### src/rtl/addr_ptr_pkg.sv
package addr_ptr_pkg;

    localparam logic [3:0] OP_KEEP   = 4'd0;
    localparam logic [3:0] OP_INC    = 4'd1;
    localparam logic [3:0] OP_DEC    = 4'd2;
    localparam logic [3:0] OP_ADDX   = 4'd3;
    localparam logic [3:0] OP_SUBX   = 4'd4;
    localparam logic [3:0] OP_CINC   = 4'd5;
    localparam logic [3:0] OP_CDEC   = 4'd6;
    localparam logic [3:0] OP_CADDX  = 4'd7;
    localparam logic [3:0] OP_CSUBX  = 4'd8;
    localparam logic [3:0] OP_BADD   = 4'd9;
    localparam logic [3:0] OP_BSUB   = 4'd10;
    localparam logic [3:0] OP_OFS    = 4'd11;
    localparam logic [3:0] OP_PREOFS = 4'd12;

    typedef enum logic [2:0] {
        UPD_NONE,
        UPD_LIN,
        UPD_CIRC,
        UPD_BREV,
        UPD_OFS
    } upd_kind_e;

    typedef struct packed {
        upd_kind_e kind;
        logic      neg;
        logic      use_idx;
        logic      wb;
    } upd_ctl_t;

    function automatic upd_ctl_t decode_op(input logic [3:0] op);
        upd_ctl_t c;
        c.kind    = UPD_NONE;
        c.neg     = 1'b0;
        c.use_idx = 1'b0;
        c.wb      = 1'b0;
        case (op)
            OP_INC:    begin c.kind = UPD_LIN;  c.wb = 1'b1; end
            OP_DEC:    begin c.kind = UPD_LIN;  c.wb = 1'b1; c.neg = 1'b1; end
            OP_ADDX:   begin c.kind = UPD_LIN;  c.wb = 1'b1; c.use_idx = 1'b1; end
            OP_SUBX:   begin c.kind = UPD_LIN;  c.wb = 1'b1; c.use_idx = 1'b1; c.neg = 1'b1; end
            OP_CINC:   begin c.kind = UPD_CIRC; c.wb = 1'b1; end
            OP_CDEC:   begin c.kind = UPD_CIRC; c.wb = 1'b1; c.neg = 1'b1; end
            OP_CADDX:  begin c.kind = UPD_CIRC; c.wb = 1'b1; c.use_idx = 1'b1; end
            OP_CSUBX:  begin c.kind = UPD_CIRC; c.wb = 1'b1; c.use_idx = 1'b1; c.neg = 1'b1; end
            OP_BADD:   begin c.kind = UPD_BREV; c.wb = 1'b1; c.use_idx = 1'b1; end
            OP_BSUB:   begin c.kind = UPD_BREV; c.wb = 1'b1; c.use_idx = 1'b1; c.neg = 1'b1; end
            OP_OFS:    begin c.kind = UPD_OFS; end
            OP_PREOFS: begin c.kind = UPD_OFS;  c.wb = 1'b1; end
            default:   c.kind = UPD_NONE;
        endcase
        return c;
    endfunction

endpackage

### src/rtl/addr_ptr_regfile.sv
module addr_ptr_regfile #(
    parameter int AW   = 16,
    parameter int NPTR = 8,
    localparam int SELW = $clog2(NPTR)
) (
    input  logic                 clk,
    input  logic                 rst_n,
    input  logic                 ld_en,
    input  logic [SELW:0]        ld_sel,
    input  logic [AW-1:0]        ld_data,
    input  logic                 up_en,
    input  logic [SELW-1:0]      up_sel,
    input  logic [AW-1:0]        up_data,
    output logic [NPTR*AW-1:0]   ptr_flat,
    output logic [AW-1:0]        size_q
);

    for (genvar g = 0; g < NPTR; g++) begin : g_ptr
        logic [AW-1:0] ptr_q;
        logic          ld_hit;
        logic          up_hit;

        assign ld_hit = ld_en && (ld_sel == (SELW+1)'(g));
        assign up_hit = up_en && (up_sel == SELW'(g));

        // a load beats an access write-back on the same register
        always_ff @(posedge clk or negedge rst_n) begin
            if (!rst_n)      ptr_q <= '0;
            else if (ld_hit) ptr_q <= ld_data;
            else if (up_hit) ptr_q <= up_data;
        end

        assign ptr_flat[g*AW +: AW] = ptr_q;
    end

    always_ff @(posedge clk or negedge rst_n) begin
        if (!rst_n)
            size_q <= '0;
        else if (ld_en && (ld_sel == (SELW+1)'(NPTR)))
            size_q <= ld_data;
    end

endmodule

### src/rtl/addr_ptr_circ.sv
module addr_ptr_circ #(
    parameter int AW = 16
) (
    input  logic [AW-1:0] cur,
    input  logic [AW-1:0] mag,
    input  logic          sub,
    input  logic [AW-1:0] size,
    output logic [AW-1:0] nxt,
    output logic [AW-1:0] blk_mask
);

    logic [AW-1:0] start;
    logic [AW-1:0] off;
    logic [AW-1:0] size_nz;
    logic [AW-1:0] red;
    logic [AW:0]   sum;
    logic [AW:0]   wrapped;

    // block mask: every bit at or below the length's top set bit
    for (genvar i = 0; i < AW; i++) begin : g_mask
        assign blk_mask[i] = |size[AW-1:i];
    end

    assign start   = cur & ~blk_mask;
    assign off     = cur & blk_mask;
    assign size_nz = (size == '0) ? AW'(1) : size;
    assign red     = mag % size_nz;

    always_comb begin
        if (sub) begin
            if (off >= red) sum = {1'b0, off} - {1'b0, red};
            else            sum = {1'b0, off} + {1'b0, size} - {1'b0, red};
            wrapped = sum;
        end else begin
            sum = {1'b0, off} + {1'b0, red};
            if (sum >= {1'b0, size}) wrapped = sum - {1'b0, size};
            else                     wrapped = sum;
        end
        if (size == '0) nxt = sub ? (cur - mag) : (cur + mag);
        else            nxt = start | wrapped[AW-1:0];
    end

endmodule

### src/rtl/addr_ptr_brev.sv
module addr_ptr_brev #(
    parameter int AW = 16
) (
    input  logic [AW-1:0] cur,
    input  logic [AW-1:0] idx,
    input  logic          sub,
    output logic [AW-1:0] nxt
);

    logic [AW-1:0] rc;
    logic [AW-1:0] ri;
    logic [AW-1:0] rs;

    for (genvar i = 0; i < AW; i++) begin : g_rev
        assign rc[i]        = cur[AW-1-i];
        assign ri[i]        = idx[AW-1-i];
        assign nxt[AW-1-i]  = rs[i];
    end

    assign rs = sub ? (rc - ri) : (rc + ri);

endmodule

### src/rtl/addr_ptr_unit.sv
module addr_ptr_unit
    import addr_ptr_pkg::*;
#(
    parameter int AW   = 16,
    parameter int NPTR = 8,
    localparam int SELW = $clog2(NPTR)
) (
    input  logic            clk,
    input  logic            rst_n,
    input  logic            ld_en,
    input  logic [SELW:0]   ld_sel,
    input  logic [AW-1:0]   ld_data,
    input  logic            acc_en,
    input  logic [SELW-1:0] acc_sel,
    input  logic [3:0]      acc_op,
    input  logic [AW-1:0]   acc_k,
    output logic [AW-1:0]   addr_out,
    output logic            addr_vld
);

    logic [NPTR*AW-1:0] ptr_flat;
    logic [AW-1:0]      size_q;
    logic [AW-1:0]      cur;
    logic [AW-1:0]      idx;
    upd_ctl_t           ctl;
    logic [AW-1:0]      raw_step;
    logic               step_neg;
    logic [AW-1:0]      mag;
    logic               dir_sub;
    logic [AW-1:0]      lin_nxt;
    logic [AW-1:0]      k_sum;
    logic [AW-1:0]      circ_nxt;
    logic [AW-1:0]      blk_mask;
    logic [AW-1:0]      brev_nxt;
    logic [AW-1:0]      upd_val;
    logic [AW-1:0]      addr_d;
    logic               up_en;

    addr_ptr_regfile #(.AW(AW), .NPTR(NPTR)) u_regs (
        .clk      (clk),
        .rst_n    (rst_n),
        .ld_en    (ld_en),
        .ld_sel   (ld_sel),
        .ld_data  (ld_data),
        .up_en    (up_en),
        .up_sel   (acc_sel),
        .up_data  (upd_val),
        .ptr_flat (ptr_flat),
        .size_q   (size_q)
    );

    assign cur = ptr_flat[acc_sel*AW +: AW];
    assign idx = ptr_flat[AW-1:0];
    assign ctl = decode_op(acc_op);

    assign raw_step = ctl.use_idx ? idx : AW'(1);
    assign step_neg = ctl.use_idx & raw_step[AW-1];
    assign mag      = step_neg ? (~raw_step + AW'(1)) : raw_step;
    assign dir_sub  = ctl.neg ^ step_neg;
    assign lin_nxt  = ctl.neg ? (cur - raw_step) : (cur + raw_step);
    assign k_sum    = cur + acc_k;

    addr_ptr_circ #(.AW(AW)) u_circ (
        .cur      (cur),
        .mag      (mag),
        .sub      (dir_sub),
        .size     (size_q),
        .nxt      (circ_nxt),
        .blk_mask (blk_mask)
    );

    addr_ptr_brev #(.AW(AW)) u_brev (
        .cur (cur),
        .idx (idx),
        .sub (ctl.neg),
        .nxt (brev_nxt)
    );

    always_comb begin
        upd_val = cur;
        addr_d  = cur;
        unique case (ctl.kind)
            UPD_LIN:  upd_val = lin_nxt;
            UPD_CIRC: upd_val = circ_nxt;
            UPD_BREV: upd_val = brev_nxt;
            UPD_OFS:  begin upd_val = k_sum; addr_d = k_sum; end
            default:  upd_val = cur;
        endcase
    end

    assign up_en = acc_en && ctl.wb;

    always_ff @(posedge clk or negedge rst_n) begin
        if (!rst_n) begin
            addr_out <= '0;
            addr_vld <= 1'b0;
        end else begin
            addr_vld <= acc_en;
            if (acc_en) addr_out <= addr_d;
        end
    end

    a_r3_vld_after_req: assert property (@(posedge clk) disable iff (!rst_n)
        acc_en |=> addr_vld);

    a_r3_no_vld_idle: assert property (@(posedge clk) disable iff (!rst_n)
        !acc_en |=> !addr_vld);

    a_r3_post_uses_old: assert property (@(posedge clk) disable iff (!rst_n)
        (acc_en && ctl.kind != UPD_OFS) |=> (addr_out == $past(ptr_flat[acc_sel*AW +: AW])));

    a_r2_load_kept: assert property (@(posedge clk) disable iff (!rst_n)
        (ld_en && !ld_sel[SELW]) |=> (ptr_flat[$past(ld_sel[SELW-1:0])*AW +: AW] == $past(ld_data)));

    a_r6_stay_in_block: assert property (@(posedge clk) disable iff (!rst_n)
        (acc_en && ctl.kind == UPD_CIRC && size_q != '0 && (cur & blk_mask) < size_q)
        |-> (((circ_nxt & ~blk_mask) == (cur & ~blk_mask)) && ((circ_nxt & blk_mask) < size_q)));

    a_r8_brev_zero_step: assert property (@(posedge clk) disable iff (!rst_n)
        (acc_en && ctl.kind == UPD_BREV && idx == '0) |-> (brev_nxt == cur));

    a_r10_keep_all: assert property (@(posedge clk) disable iff (!rst_n)
        (acc_en && ctl.kind == UPD_NONE && !ld_en) |=> $stable(ptr_flat));

endmodule

### config.mk
export PLATFORM = sky130hd
export DESIGN_NAME = addr_ptr_unit
export DESIGN_NICKNAME = d
export VERILOG_FILES = /design/src/rtl/addr_ptr_pkg.sv /design/src/rtl/addr_ptr_regfile.sv /design/src/rtl/addr_ptr_circ.sv /design/src/rtl/addr_ptr_brev.sv /design/src/rtl/addr_ptr_unit.sv
export SDC_FILE = /design/constraint.sdc
export NUM_CORES = 1
export LEC_CHECK = 0
export BUFFER_PORTS_ARGS = -buffer_cell sky130_fd_sc_hd__buf_4
export CORE_AREA = 2 2 255 257
export CTS_CLUSTER_DIAMETER = 40
export DETAILED_ROUTE_END_ITERATION = 10
export DIE_AREA = 0 0 257 259
export GPL_TIMING_DRIVEN = 0
export SYNTH_ARGS = -nofsm -noshare
export SYNTH_HDL_FRONTEND = slang
export SYNTH_SLANG_ARGS = --single-unit
### constraint.sdc
create_clock -name clk -period 42.1 [get_ports clk]
set_input_delay 8.42 -clock clk [delete_from_list [all_inputs] [get_ports clk]]
set_output_delay 8.42 -clock clk [all_outputs]
set_load 0.02 [all_outputs]
==> results_tabular.tex, run 1 <==
\begin{tabular}{lr}
\hline
Metric & Value \\
\hline
\multicolumn{2}{l}{\textbf{Synth}} \\
\quad Yosys warns & 0 \\
\quad Most common flop cell mapped by yosys & dfrtp\_1 \\
\quad Number of instances in the synthesized netlist & 3294 \\
\quad Share of synthesized flip-flops with an asynchronous set or reset & 100\% \\
\quad Post-Synthesis Net Count & between 3000 and 4000 \\
\quad Post-synth EDFFs & 0 \\
\quad Number of different library cells in the post-synthesis netlist & around 110 \\
\quad Synthesized area per cell & 7.66 sq um \\
\quad Mapped Area & 25200 sq um \\
\quad Sequential cell area fraction in the yosys report & $\sim$16\% \\
\quad Yosys reg bits & roughly 160 \\
\multicolumn{2}{l}{\textbf{Layout}} \\
\quad Area of all sequential standard cells & 4030 sq um \\
\quad Most used cells in the layout excluding fill and tap cells & a21oi\_1 (324), nor2\_1 (273), nand2\_1 (268) \\
\quad Most common library cell in the layout ignoring fill and taps & a21oi\_1 \\
\quad Number of nets in the finished design & around 3700 \\
\quad Post-route standard cell area excluding fillers & a little under 30000 sq um \\
\quad Fin cells & about 4300 \\
\quad Final Core Density & approximately 46\% \\
\quad Fill cell instance count of the final layout & around 6500 \\
\quad Area of combinational cells with multiple inputs & roughly 21000 sq um \\
\quad Area overhead of the layout relative to synthesis & 15.5\% \\
\quad Fraction of layout instances using a drive strength above 1 & roughly 15\% \\
\multicolumn{2}{l}{\textbf{Detailed routing}} \\
\quad Antenna Violating Nets Remaining & 0 \\
\quad Final wirelength & between 100000 and 150000 microns \\
\quad Detailed-route via count & 26900 \\
\quad DRT Pass-1 Iters & 6 \\
\quad Drt wl/cell & roughly 25 microns \\
\quad Residual DRC & 0 \\
\quad Drt first-iter violations & between 2000 and 3000 \\
\quad Average via count per standard cell & about 6.3 \\
\multicolumn{2}{l}{\textbf{Placement}} \\
\quad HPWL after detailed placement & roughly 83000 microns \\
\quad Quantity of I/O buffers inserted on ports & around 40 \\
\quad Pre-CTS setup slack & -9.20 ns \\
\quad Number of instances in the placed design & 4191 \\
\quad Cell area after placement & roughly 27000 sq um \\
\quad RD Place Congestion & 1.04 \\
\multicolumn{2}{l}{\textbf{Setup path}} \\
\quad Sort of element at the start of the critical path & input pin \\
\quad Crit path arrival time & about 41 ns \\
\quad Most frequent cell on the critical path & ha\_1 \\
\quad Max Fanout on Critical Path & 10 \\
\quad Slowest CP cell & or4b\_2 \\
\quad Sort of element at the end of the critical path & register \\
\quad Worst Setup Path Type & input pin to register \\
\quad Required time at the endpoint of the critical path & approximately 42 ns \\
\quad Delay of the slowest critical-path stage & 0.64 ns \\
\multicolumn{2}{l}{\textbf{Clock network}} \\
\quad Clock buffer count from CTS & 17 \\
\quad Root cell of the clock tree & clkbuf\_16 \\
\quad CTS max path bufs & 2 \\
\quad Clock tree from TritonCTS & done \\
\quad Worst-skew pair later-pin latency & 0.47 ns \\
\quad H-tree depth reported by CTS & 4 \\
\quad Hold bufs inserted after CTS & 0 \\
\quad Clock-pin slew of the registers on the worst-case setup and hold paths & 0.08 ns \\
\quad Clock net sink count & around 160 \\
\multicolumn{2}{l}{\textbf{STA}} \\
\quad Setup repair after global routing missed its margin & yes \\
\quad Final critical path time including I/O delays and setup & 41.06 ns \\
\quad Least setup slack across all paths after layout & $\sim$1.0 ns \\
\quad Max Slew Vio Count & 0 \\
\quad Worst slew slack as a fraction of its limit & 6.08\% \\
\quad Number of hold violations in the final report & 0 \\
\quad Slew at the pin closest to its max-slew limit & 1.40 ns \\
\quad Fraction of the cycle the final worst path needs & a little over nine tenths \\
\quad Final number of setup-violating endpoints & 0 \\
\quad Worst-case clock skew & 0.0189 ns \\
\quad Upper clock frequency limit & 0.0244 GHz \\
\multicolumn{2}{l}{\textbf{Global routing}} \\
\quad Global-route wire length before repair & 156000 microns \\
\quad Initial antenna violation count & 2 \\
\quad Number of global-route vias before repair & approximately 25000 \\
\quad GRT Residual Overflow & 0 \\
\quad Total routing resource utilization after global routing & a little under a third \\
\quad Largest net degree at the start of global routing & about 110 \\
\multicolumn{2}{l}{\textbf{Floorplan}} \\
\quad IO Pins & between 60 and 70 \\
\quad FP Rows & between 90 and 100 \\
\quad Floorplan die area & 66600 sq um \\
\quad Width of the die & around 260 microns \\
\quad CORE AREA & about 64000 sq um \\
\quad Die Y-Extent & about 260 microns \\
\quad Initial standard-cell utilization of the core & approximately 40\% \\
\multicolumn{2}{l}{\textbf{Run}} \\
\quad Max Cap Viol & 0 \\
\multicolumn{2}{l}{\textbf{Status}} \\
\quad Run status & finished, final reports clean \\
\multicolumn{2}{l}{\textbf{Worst hold path}} \\
\quad Hold Crit Class & register to register \\
\hline
\end{tabular}
-- per-stage QoR --
stage / setup TNS, ns / hold WS [ns]
5_1_grt: -13.74 / 0.541
2_1_floorplan: 0 / 0.510
6_report: 0 / 0.519
3_3_place_gp: -1083.14 / 0.500
4_1_cts: 0 / 0.524
3_5_place_dp: -1103.91 / 0.506
-- cell families after synthesis --
group | Yosys count | share of synthesized area [%]
buffers and inverters | 303 | 4.62
xor gates and xnor gates | 216 | 7.49
adders and majority gates | 285 | 14.7
DFF | 161 | 16.0
muxes | 135 | 7.33
and+or+nand+nor | 1074 | 20.8
AOI/OAI and AO/OA | 1120 | 29.1
-- Yosys cell counts (all sizes together), types with 11 or more instances --
cell / number / share of area (%)
a21oi: 357 / 7.2
nor2: 289 / 4.4
nand2: 269 / 4.0
ha: 261 / 13
o21ai: 252 / 5.1
dfrtp: 161 / 16
inv: 145 / 2.2
xnor2: 137 / 4.8
clkbuf: 121 / 1.8
nor3: 115 / 2.3
xor2: 79 / 2.7
nand3: 76 / 1.5
and3: 73 / 1.8
a21o: 71 / 2.1
mux2: 66 / 3.0
o21a: 66 / 2.0
or3: 41 / 1.1
o211ai: 38 / 1.2
a31oi: 37 / 1.0
mux2i: 37 / 1.5
o31ai: 37 / 1.2
buf: 36 / 0.65
nor2b: 33 / 0.82
mux4: 32 / 2.9
or2: 32 / 0.79
and2: 31 / 0.77
nand2b: 28 / 0.69
a211oi: 27 / 0.89
a21boi: 22 / 0.65
nand4: 21 / 0.52
fa: 20 / 1.6
nor4: 16 / 0.46
a211o: 15 / 0.52
o21bai: 14 / 0.42
a41oi: 13 / 0.45
o311ai: 13 / 0.48
o31a: 13 / 0.45
o221ai: 12 / 0.44
nand3b: 11 / 0.33
o221a: 11 / 0.53
-- state kept, by name, indices dropped and copies added, names as in the netlist --
register / count
addr_out: 16
addr_vld: 1
u_regs.g_ptr.ptr_q: 128
u_regs.size_q: 16
-- final timing paths --
path                                                from                               endpoint  slack, ns  cells past startpoint
hold reg to reg                 addr_out[15]$_DFFE_PN0P_               addr_out[15]$_DFFE_PN0P_       0.52                      1
min in group asynchronous                          rst_n                addr_out[0]$_DFFE_PN0P_       7.84                      1
setup / recovery                               acc_op[0]  u_regs.g_ptr[2].ptr_q[15]$_DFFE_PN0P_       1.04                    140
max in group asynchronous                          rst_n   u_regs.g_ptr[5].ptr_q[1]$_DFFE_PN0P_      33.24                      2
setup reg to reg           u_regs.size_q[14]$_DFFE_PN0P_  u_regs.g_ptr[2].ptr_q[15]$_DFFE_PN0P_       8.31                    137
hold / removal                  addr_out[15]$_DFFE_PN0P_               addr_out[15]$_DFFE_PN0P_       0.52                      1
-- critical path: cells and delay by family --
family                     cells  cell delay (ns)
muxes                          8             2.77
buffers and inverters         15             2.41
adders and majority gates     18             5.54
xor gates and xnor gates       2             0.51
and+or+nand+nor               38             8.25
AOI/OAI and AO/OA             59            13.42
-- area by class of cell --
class	count	area share, %
tap	855	3.67
clock inverter	15	0.575
buffer	147	2.33
sequential	161	13.8
multi-input combinational	2830	72.7
clock buffer	17	1.46
antenna	2	0.0172
timing repair buffer	118	3.49
inverter	146	1.89
-- metal layers --
metal	global-route usage (%)	wire, microns	up-vias	share of wire (%)
met4	13.7	5440	0	5.2
met2	50.7	48600	1221	46
li1	-	-	12500	-
met1	39.1	43400	12900	41
met3	4.77	8200	269	7.8
met5	0	0	-	0
-- timing repair --
item | 4_1_cts | 5_1_grt
gates cloned | 0 | 1
gates resized for setup | 127 | 159
setup buffers | 23 | 52
pin swaps | 20 | 67
endpoints found under the setup margin | 128 | 128
Power of run 1 is left out: the tool's default activity adds up to more than one toggle a clock period on the data nets, which glitch-free logic cannot reach.
==> run 2: changes to the inputs <==
--- a/config.mk
+++ b/config.mk
@@ -5,11 +5,12 @@
 export SDC_FILE = /design/constraint.sdc
 export NUM_CORES = 1
 export LEC_CHECK = 0
+export ABC_AREA = 1
 export BUFFER_PORTS_ARGS = -buffer_cell sky130_fd_sc_hd__buf_4
-export CORE_AREA = 2 2 255 257
+export CORE_AREA = 2 2 248 250
 export CTS_CLUSTER_DIAMETER = 40
 export DETAILED_ROUTE_END_ITERATION = 10
-export DIE_AREA = 0 0 257 259
+export DIE_AREA = 0 0 250 252
 export GPL_TIMING_DRIVEN = 0
 export SYNTH_ARGS = -nofsm -noshare
 export SYNTH_HDL_FRONTEND = slang
==> results_tabular.tex, run 2 <==
\begin{tabular}{lr}
\hline
Metric & Value \\
\hline
\multicolumn{2}{l}{\textbf{Clock network}} \\
\quad Clock-pin slew of the registers on the worst-case setup and hold paths & roughly 0.07 ns \\
\quad Worst-skew pair later-pin latency & 0.47 ns \\
\quad H-tree depth reported by CTS & 4 \\
\quad Clock buffer count from CTS & 17 \\
\quad Hold bufs inserted after CTS & 0 \\
\quad Clock tree from TritonCTS & done \\
\quad Root cell of the clock tree & clkbuf\_16 \\
\quad CTS max path bufs & 2 \\
\quad Clock net sink count & between 150 and 200 \\
\multicolumn{2}{l}{\textbf{Layout}} \\
\quad Most common library cell in the layout ignoring fill and taps & nand2\_1 \\
\quad Number of nets in the finished design & between 4000 and 5000 \\
\quad Most used cells in the layout excluding fill and tap cells & nand2\_1 (690), inv\_1 (603), nand3\_1 (322) \\
\quad Register bank with the most flops & u\_regs.g\_ptr.ptr\_q \\
\quad Area overhead of the layout relative to synthesis & 16.1\% \\
\quad Final Core Density & between 40\% and 50\% \\
\quad Biggest regs & u\_regs.g\_ptr.ptr\_q: 128 flops, addr\_out: 16 flops, u\_regs.size\_q: 16 flops \\
\quad Fraction of layout instances using a drive strength above 1 & $\sim$14\% \\
\quad Flip-flop count of the largest register after layout & between 100 and 150 \\
\quad Post-route standard cell area excluding fillers & 27800 sq um \\
\multicolumn{2}{l}{\textbf{Floorplan}} \\
\quad FP Rows & 90 \\
\quad CORE AREA & approximately 60000 sq um \\
\quad Initial standard-cell utilization of the core & 39.8\% \\
\quad Floorplan die area & 63000 sq um \\
\quad Width of the die & $\sim$250 microns \\
\quad IO Pins & between 60 and 70 \\
\quad Die Y-Extent & around 250 microns \\
\multicolumn{2}{l}{\textbf{Placement}} \\
\quad Cell area after placement & 25400 sq um \\
\quad HPWL after detailed placement & about 73000 microns \\
\quad Pre-CTS setup slack & -4.99 ns \\
\quad Quantity of I/O buffers inserted on ports & 58 \\
\quad RD Place Congestion & 1.01 \\
\multicolumn{2}{l}{\textbf{Synth}} \\
\quad Largest cells by area after synthesis & dfrtp\_1 (17\%), ha\_1 (14\%), nand2\_1 (11\%) \\
\quad Yosys reg bits & 161 \\
\quad Number of instances in the synthesized netlist & about 3700 \\
\quad Mapped Area & around 24000 sq um \\
\quad Post-synth EDFFs & 0 \\
\quad Dominant cell by count in the synthesized netlist & nand2\_1 \\
\quad Number of different library cells in the post-synthesis netlist & 72 \\
\quad Post-synthesis cell type with the largest combined area & dfrtp\_1 \\
\quad Synthesized area per cell & 6.49 sq um \\
\quad Fraction of post-synthesis cell area in the top cell type by area & approximately 17\% \\
\quad Post-Synthesis Net Count & 4017 \\
\quad Yosys warns & 0 \\
\quad Sequential cell area fraction in the yosys report & around 17\% \\
\quad Most common flop cell mapped by yosys & dfrtp\_1 \\
\quad Synth top cells by count & nand2\_1 (726), inv\_1 (612), nand3\_1 (334) \\
\quad Share of synthesized flip-flops with an asynchronous set or reset & between 90\% and 100\% \\
\multicolumn{2}{l}{\textbf{Detailed routing}} \\
\quad Antenna Violating Nets Remaining & 0 \\
\quad Residual DRC & 0 \\
\quad DRT Pass-1 Iters & 6 \\
\quad Drt first-iter violations & between 2000 and 2500 \\
\quad Final wirelength & around 93000 microns \\
\quad Drt wl/cell & approximately 20 microns \\
\quad Detailed-route via count & roughly 26000 \\
\quad Average via count per standard cell & about 5.6 \\
\multicolumn{2}{l}{\textbf{Setup path}} \\
\quad Crit path arrival time & 40.18 ns \\
\quad Worst Setup Path Type & input pin to register \\
\quad Register-to-register setup slack & between 7 and 8 ns \\
\quad Max Fanout on Critical Path & 10 \\
\quad Worst path buffer plus inverter count & 45 \\
\quad Launch point of the worst reg-to-reg path & u\_regs.size\_q[15]\$\_DFFE\_PN0P\_ \\
\quad Length in cells of the worst reg-to-reg path & 243 \\
\quad Delay of the slowest critical-path stage & approximately 0.34 ns \\
\quad Slowest CP cell & o31ai\_1 \\
\quad Most frequent cell on the critical path & nand2\_1 \\
\quad Sort of element at the end of the critical path & register \\
\quad Required time at the endpoint of the critical path & $\sim$42 ns \\
\quad Sort of element at the start of the critical path & input pin \\
\quad Worst flop-to-flop path endpoint & u\_regs.g\_ptr[2].ptr\_q[7]\$\_DFFE\_PN0P\_ \\
\quad Crit path max-delay family & compound AO/OA/AOI/OAI gates \\
\multicolumn{2}{l}{\textbf{Global routing}} \\
\quad Number of global-route vias before repair & between 20000 and 25000 \\
\quad Total routing resource utilization after global routing & 28.4\% \\
\quad Global-route wire length before repair & roughly 140000 microns \\
\quad GRT Residual Overflow & 0 \\
\quad Initial antenna violation count & 2 \\
\quad Largest net degree at the start of global routing & around 120 \\
\multicolumn{2}{l}{\textbf{STA}} \\
\quad Worst-case clock skew & between 0.015 and 0.02 ns \\
\quad Final TNS setup & 0 ns \\
\quad Least setup slack across all paths after layout & $\sim$2.3 ns \\
\quad Worst slew slack as a fraction of its limit & -3.35\% \\
\quad Final critical path time including I/O delays and setup & 39.83 ns \\
\quad Final number of setup-violating endpoints & 0 \\
\quad Upper clock frequency limit & 0.0251 GHz \\
\quad Number of hold violations in the final report & 0 \\
\quad Slew at the pin closest to its max-slew limit & 1.53 ns \\
\quad Fraction of the cycle the final worst path needs & between 90\% and 100\% \\
\quad Max Slew Vio Count & 5 \\
\multicolumn{2}{l}{\textbf{Worst hold path}} \\
\quad Startpoint of the worst hold path & addr\_out[12]\$\_DFFE\_PN0P\_ \\
\quad Hold Crit Class & register to register \\
\quad Hold Crit Endpoint & addr\_out[12]\$\_DFFE\_PN0P\_ \\
\quad Cell depth of the worst hold path & 1 \\
\multicolumn{2}{l}{\textbf{Status}} \\
\quad Run status & finished, violations left \\
\quad Violated checks & max-capacitance violations, max-slew violations \\
\multicolumn{2}{l}{\textbf{Run}} \\
\quad Max Cap Viol & 1 \\
\hline
\end{tabular}
-- run 2: cell types whose count changed after synthesis, moves of 71 or more --
cell / previous run / this run
a21oi_1: 351 / 187
and3_1: 73 / 2
inv_1: 145 / 612
nand2_1: 269 / 726
nand3_1: 76 / 334
o22ai_1: 10 / 96
-- run 2: through the flow --
step / std cells / hold WS [ns]
after floorplan: 3689 / 0.492
after global placement: 4529 / 0.491
after detailed placement: 4536 / 0.500
after CTS: 4579 / 0.515
after global routing: 4639 / 0.537
final: 4640 / 0.511
-- run 2: metal layers --
layer  global-route usage (%)  vias to the layer above  wire [microns]
met2                     48.1                     1014           43200
met4                     12.0                        6            4400
met5                        0                        -              36
met3                     4.66                      240            7110
met1                     35.9                    12000           38400
li1                         -                    12500               -
-- run 2: logic make-up (layout without fill, tap and decap cells) --
group	Yosys count	in the layout	synth area share, %
and+or+nand+nor	1520	1520	28.1
adders and majority gates	281	281	15.3
other	0	1	0
xor gates and xnor gates	187	187	6.84
DFF	161	161	16.8
AOI/OAI and AO/OA	780	780	19.7
buffers and inverters	757	925	13.1
muxes	3	3	0.146
-- run 2: repair_timing --
item / in CTS / in global routing
setup buffers: 11 / 59
setup endpoints to repair: 128 / 128
gates resized for setup: 80 / 205
pin swaps: 9 / 89
-- run 2: how the worst max path moves through the flow --
stage	start	end	slack, ns	cells after the start
2_1_floorplan	acc_op[1]	u_regs.g_ptr[1].ptr_q[6]$_DFFE_PN0P_	2.58	240
3_3_place_gp	acc_op[2]	u_regs.g_ptr[3].ptr_q[6]$_DFFE_PN0P_	-4.90	242
3_5_place_dp	acc_op[2]	u_regs.g_ptr[3].ptr_q[6]$_DFFE_PN0P_	-4.99	244
4_1_cts	acc_op[1]	u_regs.g_ptr[6].ptr_q[7]$_DFFE_PN0P_	0.005	253
5_1_grt	acc_op[1]	u_regs.g_ptr[0].ptr_q[5]$_DFFE_PN0P_	-0.35	246
6_report	acc_op[1]	u_regs.g_ptr[2].ptr_q[7]$_DFFE_PN0P_	2.27	240
-- run 2: cell type report --
class | count | area (sq um)
Timing Repair Buffer | 136 | 1060
Sequential cell | 161 | 4030
Antenna cell | 1 | 2.50
Clock buffer | 18 | 439
Fill cell | 6347 | 32400
Tap cell | 782 | 978
Buffer | 107 | 758
Inverter | 650 | 2480
Clock inverter | 14 | 173
Multi-Input combinational cell | 2771 | 17900
-- run 2: worst register-to-register path, delay by kind of cell (launching register included) --
| family | cells | cell delay, ns |
|---|---|---|
| AOI/OAI and AO/OA | 81 | 11.86 |
| xor gates and xnor gates | 2 | 0.43 |
| adders and majority gates | 18 | 5.03 |
| buffers and inverters | 44 | 5.46 |
| DFF | 1 | 0.50 |
| muxes | 1 | 0.30 |
| and+or+nand+nor | 97 | 10.58 |
Power of run 2 is left out for the same reason.
